### src/rtl/vram_dma_seq.sv
module vram_dma_seq #(
  parameter int AW          = 16,
  parameter int DW          = 16,
  parameter int CRAM_DEPTH  = 64,
  parameter int VSRAM_DEPTH = 40
) (
  input  logic          clk,
  input  logic          rst_n,
  input  logic          reg_we,
  input  logic [2:0]    reg_sel,
  input  logic [7:0]    reg_wdata,
  input  logic          cmd_we,
  input  logic [5:0]    cmd_code,
  input  logic [AW-1:0] cmd_addr,
  input  logic          dp_we,
  input  logic [DW-1:0] dp_data,
  output logic          dp_accept,
  input  logic          slot_stb,
  input  logic [7:0]    slot_num,
  input  logic          slot_unused,
  input  logic          wide_mode,
  input  logic          fifo_full,
  output logic          ext_rd,
  output logic [23:0]   ext_addr,
  input  logic [DW-1:0] ext_data,
  output logic          mem_rd,
  output logic [1:0]    mem_sel,
  output logic [AW-1:0] mem_addr,
  input  logic [DW-1:0] mem_data,
  output logic          ent_valid,
  output logic [AW-1:0] ent_addr,
  output logic [DW-1:0] ent_data,
  output logic [5:0]    ent_code,
  output logic          ent_partial,
  output logic          busy,
  output logic [5:0]    cur_code,
  output logic [AW-1:0] cur_addr,
  output logic [15:0]   len_left
);
  localparam logic [AW-1:0] CRAM_MASK = AW'(CRAM_DEPTH - 1);
  localparam logic [3:0] T_VRAM = 4'h1, T_CRAM = 4'h3, T_VSRAM = 4'h5;

  logic [7:0]    src_hi, src_mid, src_lo, step_q;
  logic [15:0]   len_q;
  logic [AW-1:0] addr_q;
  logic [DW-1:0] last_q;
  logic [5:0]    code_q;
  logic          busy_q, prev_ref_q, idle_q;
  logic          is_ref, vs_oor, act, copy_go, fill_go, run;
  logic [DW-1:0] run_val;
  logic [15:0]   len_nx;

  wire is_ext  = ~src_hi[7];
  wire is_fill = src_hi[7:6] == 2'b10;
  wire is_copy = src_hi[7:6] == 2'b11;
  wire [3:0] tgt = code_q[3:0];

  always_comb begin
    if (wide_mode)
      is_ref = slot_num == 8'd37  || slot_num == 8'd69  || slot_num == 8'd102 ||
               slot_num == 8'd133 || slot_num == 8'd165 || slot_num == 8'd197 ||
               slot_num >= 8'd210;
    else
      is_ref = slot_num == 8'd24 || slot_num == 8'd56 || slot_num == 8'd88 ||
               slot_num == 8'd120 || slot_num == 8'd152;
  end

  assign dp_accept = dp_we && code_q[0] && !fifo_full && (!busy_q || is_fill);
  assign act       = slot_stb && busy_q && !is_ref && !fifo_full && !dp_accept;
  assign vs_oor    = (tgt == T_VSRAM) && (32'(src_lo[5:0]) >= VSRAM_DEPTH);
  assign ext_rd    = act && is_ext && !prev_ref_q;
  assign copy_go   = act && is_copy && idle_q;
  assign fill_go   = act && is_fill;
  assign mem_rd    = copy_go && !vs_oor;
  assign run       = ext_rd || copy_go || fill_go;
  assign ext_addr  = {src_hi, src_mid, src_lo};
  assign len_nx    = len_q - 16'd1;

  always_comb begin
    mem_sel  = 2'd0;
    mem_addr = AW'({src_mid, src_lo});
    if (tgt == T_CRAM) begin
      mem_sel  = 2'd1;
      mem_addr = AW'(src_lo) & CRAM_MASK;
    end else if (tgt == T_VSRAM) begin
      mem_sel  = 2'd2;
      mem_addr = AW'(src_lo[5:0]);
    end
  end

  always_comb begin
    if (is_ext)       run_val = ext_data;
    else if (is_copy) run_val = vs_oor ? '0 : mem_data;
    else if (tgt == T_VRAM) run_val = DW'(last_q[DW-1:DW-8]);
    else              run_val = last_q;
  end

  always_ff @(posedge clk) begin
    if (!rst_n) begin
      src_hi <= '0; src_mid <= '0; src_lo <= '0; step_q <= '0;
      len_q <= '0; addr_q <= '0; last_q <= '0; code_q <= '0;
      busy_q <= 1'b0; prev_ref_q <= 1'b0; idle_q <= 1'b0;
      ent_valid <= 1'b0; ent_addr <= '0; ent_data <= '0;
      ent_code <= '0; ent_partial <= 1'b0;
    end else begin
      ent_valid <= 1'b0;
      if (slot_stb) begin
        prev_ref_q <= is_ref;
        idle_q     <= slot_unused;
      end
      if (reg_we) begin
        case (reg_sel)
          3'd0: src_lo  <= reg_wdata;
          3'd1: src_mid <= reg_wdata;
          3'd2: src_hi  <= reg_wdata;
          3'd3: len_q[7:0]  <= reg_wdata;
          3'd4: len_q[15:8] <= reg_wdata;
          3'd5: step_q  <= reg_wdata;
          default: ;
        endcase
      end
      if (cmd_we) begin
        code_q <= cmd_code;
        addr_q <= cmd_addr;
        busy_q <= cmd_code[5] && !is_fill;
      end
      if (dp_accept) begin
        ent_valid   <= 1'b1;
        ent_addr    <= addr_q;
        ent_data    <= dp_data;
        ent_code    <= code_q;
        ent_partial <= 1'b0;
        addr_q      <= addr_q + AW'(step_q);
        last_q      <= dp_data;
        if (code_q[5] && is_fill) busy_q <= 1'b1;
      end else if (run) begin
        ent_valid   <= 1'b1;
        ent_addr    <= addr_q;
        ent_data    <= run_val;
        ent_code    <= code_q;
        ent_partial <= fill_go;
        addr_q      <= addr_q + AW'(step_q);
        src_lo      <= src_lo + 8'd1;
        if (src_lo == 8'hFF) src_mid <= src_mid + 8'd1;
        len_q       <= len_nx;
        if (len_nx == 16'd0) begin
          busy_q <= 1'b0;
          code_q <= {2'b00, code_q[3:0]};
        end
      end
    end
  end

  assign busy     = busy_q;
  assign cur_code = code_q;
  assign cur_addr = addr_q;
  assign len_left = len_q;
endmodule

### config.mk
export PLATFORM = sky130hd
export DESIGN_NAME = vram_dma_seq
export DESIGN_NICKNAME = d
export VERILOG_FILES = /design/src/rtl/vram_dma_seq.sv
export SDC_FILE = /design/constraint.sdc
export NUM_CORES = 1
export LEC_CHECK = 0
export ABC_AREA = 1
export CAP_MARGIN = 20
export CORE_MARGIN = 1.5
export CORE_UTILIZATION = 52
export DETAILED_ROUTE_END_ITERATION = 7
export HOLD_SLACK_MARGIN = 0.15
export PLACE_DENSITY = 0.86
export SYNTH_ARGS = -nofsm -noshare
export SYNTH_HDL_FRONTEND = slang
export SYNTH_SLANG_ARGS = --single-unit
### constraint.sdc
create_clock -name clk -period 3.7 [get_ports clk]
set_input_delay 1.11 -clock clk [delete_from_list [all_inputs] [get_ports clk]]
set_output_delay 1.11 -clock clk [all_outputs]
set_load 0.02 [all_outputs]
==> results.json <==
{
  "outcome": "finished clean",
  "cellPowerDensity_nw_per_um2": 380.4,
  "syn_nets": 1226,
  "async_reset_ff_frac": 0,
  "vias_per_cell": 5.572,
  "fill_cells": 1121,
  "numCtsBuffers": 17,
  "grt_util_all_layers": 0.3308,
  "hp-class": "reg -> reg",
  "post-route-min-period_ns": 3.604,
  "p_leak_uw": 0.004322,
  "yosysSeqAreaShare": 0.3485,
  "final_cell_mix": "nand2_1 (300), clkdlybuf4s50_1 (217), dfxtp_1 (129)",
  "slew_headroom": 0.3192,
  "worstSetupEndpointType": "primary output",
  "peakVddDrop_uv": 260.4,
  "use_met2": 0.5632,
  "grt_pass1_wl_um": 39000,
  "hpwl_um": 18030,
  "avgSynthCellArea_sq_um": 6.652,
  "cts_tree": "done",
  "ys_ff_latch": 129,
  "first_global_vias": 7968,
  "max_cap_viol_count": 0,
  "fin_ws_ns": 0.09633,
  "syn2layout_area_growth_pct": 39.59,
  "core_area_sq_um": 13880,
  "synthDistinctLibCells": 45,
  "insertedDiodeCount": 0,
  "initial_utilization": 0.5339,
  "crit_arrival_ns": 2.49,
  "drt_iter0_drc": 742,
  "synthMuxAreaShare": 0,
  "cts_hold_buf": 0,
  "die_area_sq_um": 14980,
  "tightestPinTransition_ns": 1.021,
  "synth_top_area_frac": 0.3485,
  "final_area_sq_um": 10340,
  "grt-ovfl-total": 0,
  "clockBufferDepth": 2,
  "place_congestion": 0.9462,
  "yosys.area_share.simple": 0.3095,
  "total_power_uw": 3935,
  "synth_top_flop_cell": "dfxtp_1",
  "final_common_cell": "nand2_1",
  "wire_per_inst_um": 16.41,
  "grt_max_degree": 55,
  "clock_latency_ns": 0.42,
  "layout-drive-gt1-share": 0.06592,
  "die-height_um": 122.4,
  "period_share": 0.9740,
  "grt_use_met1": 0.4073,
  "htreeDepth": 4,
  "synth_fa_ha_area_frac": 0.02465,
  "syn_area_sq_um": 7411,
  "yosys_warnings": 0,
  "hold_viol": 0,
  "die_x_um": 122.4,
  "setup_viol": 0,
  "cts_root_buffer": "clkbuf_16",
  "synthCells": 1114,
  "cts_setup_buffers": 0,
  "vias": 8441,
  "fmax_mhz": 277.5,
  "drc": 0,
  "synth-xor-area-share": 0.03309,
  "start_kind": "primary input",
  "yosys-top-cells-area": "dfxtp_1 (35%), nand2_1 (15%), a21oi_1 (7.8%)",
  "cts_num_sinks": 129,
  "gr-max-usage-layer": "met2",
  "synth.largest_area_cell": "dfxtp_1",
  "antenna_found_initial": 0,
  "antenna_left": 0,
  "io_pins": 222,
  "clk_pin_slew_ns": 0.05,
  "synth_top_family_by_area": "simple AND/OR/NAND/NOR gates",
  "skew_ns": 0.005373,
  "required_ns": 2.59,
  "drv_slew": 0,
  "io_buffers": 221,
  "synth_compound_area_frac": 0.1899,
  "critPathKind": "in -> out",
  "fp-row-count": 43,
  "synth_edf_count": 0,
  "wl_um": 24860,
  "place_area_sq_um": 9739,
  "worstPathMaxFanout": 4,
  "nets": 1435,
  "rsz0062_at_grt": "false",
  "pre_cts_ws_ns": -0.4945,
  "grt_use_met3": 0.07203,
  "first_pass_iters": 6
}
-- layer usage --
layer | vias up | share of wire
met5 | - | 0
met4 | 0 | 0.027
met3 | 60 | 0.10
met2 | 411 | 0.48
met1 | 3902 | 0.39
li1 | 4068 | -
-- sequential cells by signal, indices dropped and copies added (netlist names) --
signal and count:
cur_addr 16, ent_addr 16, ent_data 16, last_q 16
len_left 16, src_hi 8, src_lo 8, src_mid 8
step_q 8, cur_code 6, ent_code 6, busy 1
ent_partial 1, ent_valid 1, idle_q 1, prev_ref_q 1
-- area by class of cell --
| type | instances | area [sq um] | area share |
|---|---|---|---|
| clock buffers | 20 | 436.7 | 0.04221 |
| clock inverters | 11 | 140.1 | 0.01355 |
| inverters | 101 | 384.1 | 0.03713 |
| multi-input cells | 827 | 4159 | 0.4020 |
| flip-flops and latches | 129 | 2582 | 0.2496 |
| well taps | 180 | 225.2 | 0.02177 |
| repair buffers | 247 | 2417 | 0.2337 |
-- final timing paths --
path          startpoint           end  slack, ns  cells past startpoint
max          slot_num[7]        mem_rd        0.1                      8
min          ent_data[2]   ent_data[2]       0.46                      2
max reg2reg  cur_addr[0]  cur_addr[14]       1.18                     12
min reg2reg  ent_data[2]   ent_data[2]       0.46                      2
-- kinds of logic (layout without fill, tap and decap cells) --
| logic type | Yosys count | in the layout |
|---|---|---|
| and+or+nand+nor | 534 | 534 |
| AOI/OAI and AO/OA | 251 | 251 |
| buffers and inverters | 158 | 379 |
| DFF | 129 | 129 |
| xor gates and xnor gates | 28 | 28 |
| adders and majority gates | 14 | 14 |
-- cells in the mapped netlist (11+ instances only) --
master and number:
buf_4 11, o21ai_0 93, a21oi_1 116, nor2_1 98
ha_1 13, inv_1 96, nand3_1 89, dfxtp_1 129
nor3_1 13, xor2_1 22, nand2_1 303, clkbuf_1 30
-- stage by stage --
| stage | hold slack (ns) | cells | utilization | TNS (ns) |
|---|---|---|---|---|
| 2_1_floorplan | 0.4476 | 1114 | - | 0 |
| 3_3_place_gp | 0.4488 | 1483 | 0.7016 | -0.7840 |
| 3_5_place_dp | 0.4541 | 1483 | 0.7016 | -1.013 |
| 4_1_cts | 0.4636 | 1514 | 0.7430 | 0 |
| 5_1_grt | 0.4785 | 1515 | 0.7453 | 0 |
| 6_report | 0.4615 | 1515 | 0.7453 | 0 |
-- report_power, final --
part	internal [uW]	leakage (uW)	switching [uW]	total, uW
registers	1440	0.00105	61.9	1510
clock network	1050	0.000272	617	1670
logic	331	0.00300	431	762
total	2820	0.00432	1110	3930
-- worst max-delay path, cell delays in order --
cell	delay [ns]
clkdlybuf4s50_1	0.54
nand2_1	0.07
a21oi_1	0.19
nand3_2	0.13
nand2_4	0.12
nor2_4	0.03
and3_1	0.14
buf_4	0.15
-- timing repair --
action	CTS	global route
endpoints found under the hold margin	0	0
gates resized for setup	12	7
pin swaps	0	2
gates cloned	0	0
setup endpoints to repair	3	2
No activity file was read; power rests on OpenSTA's default activity.
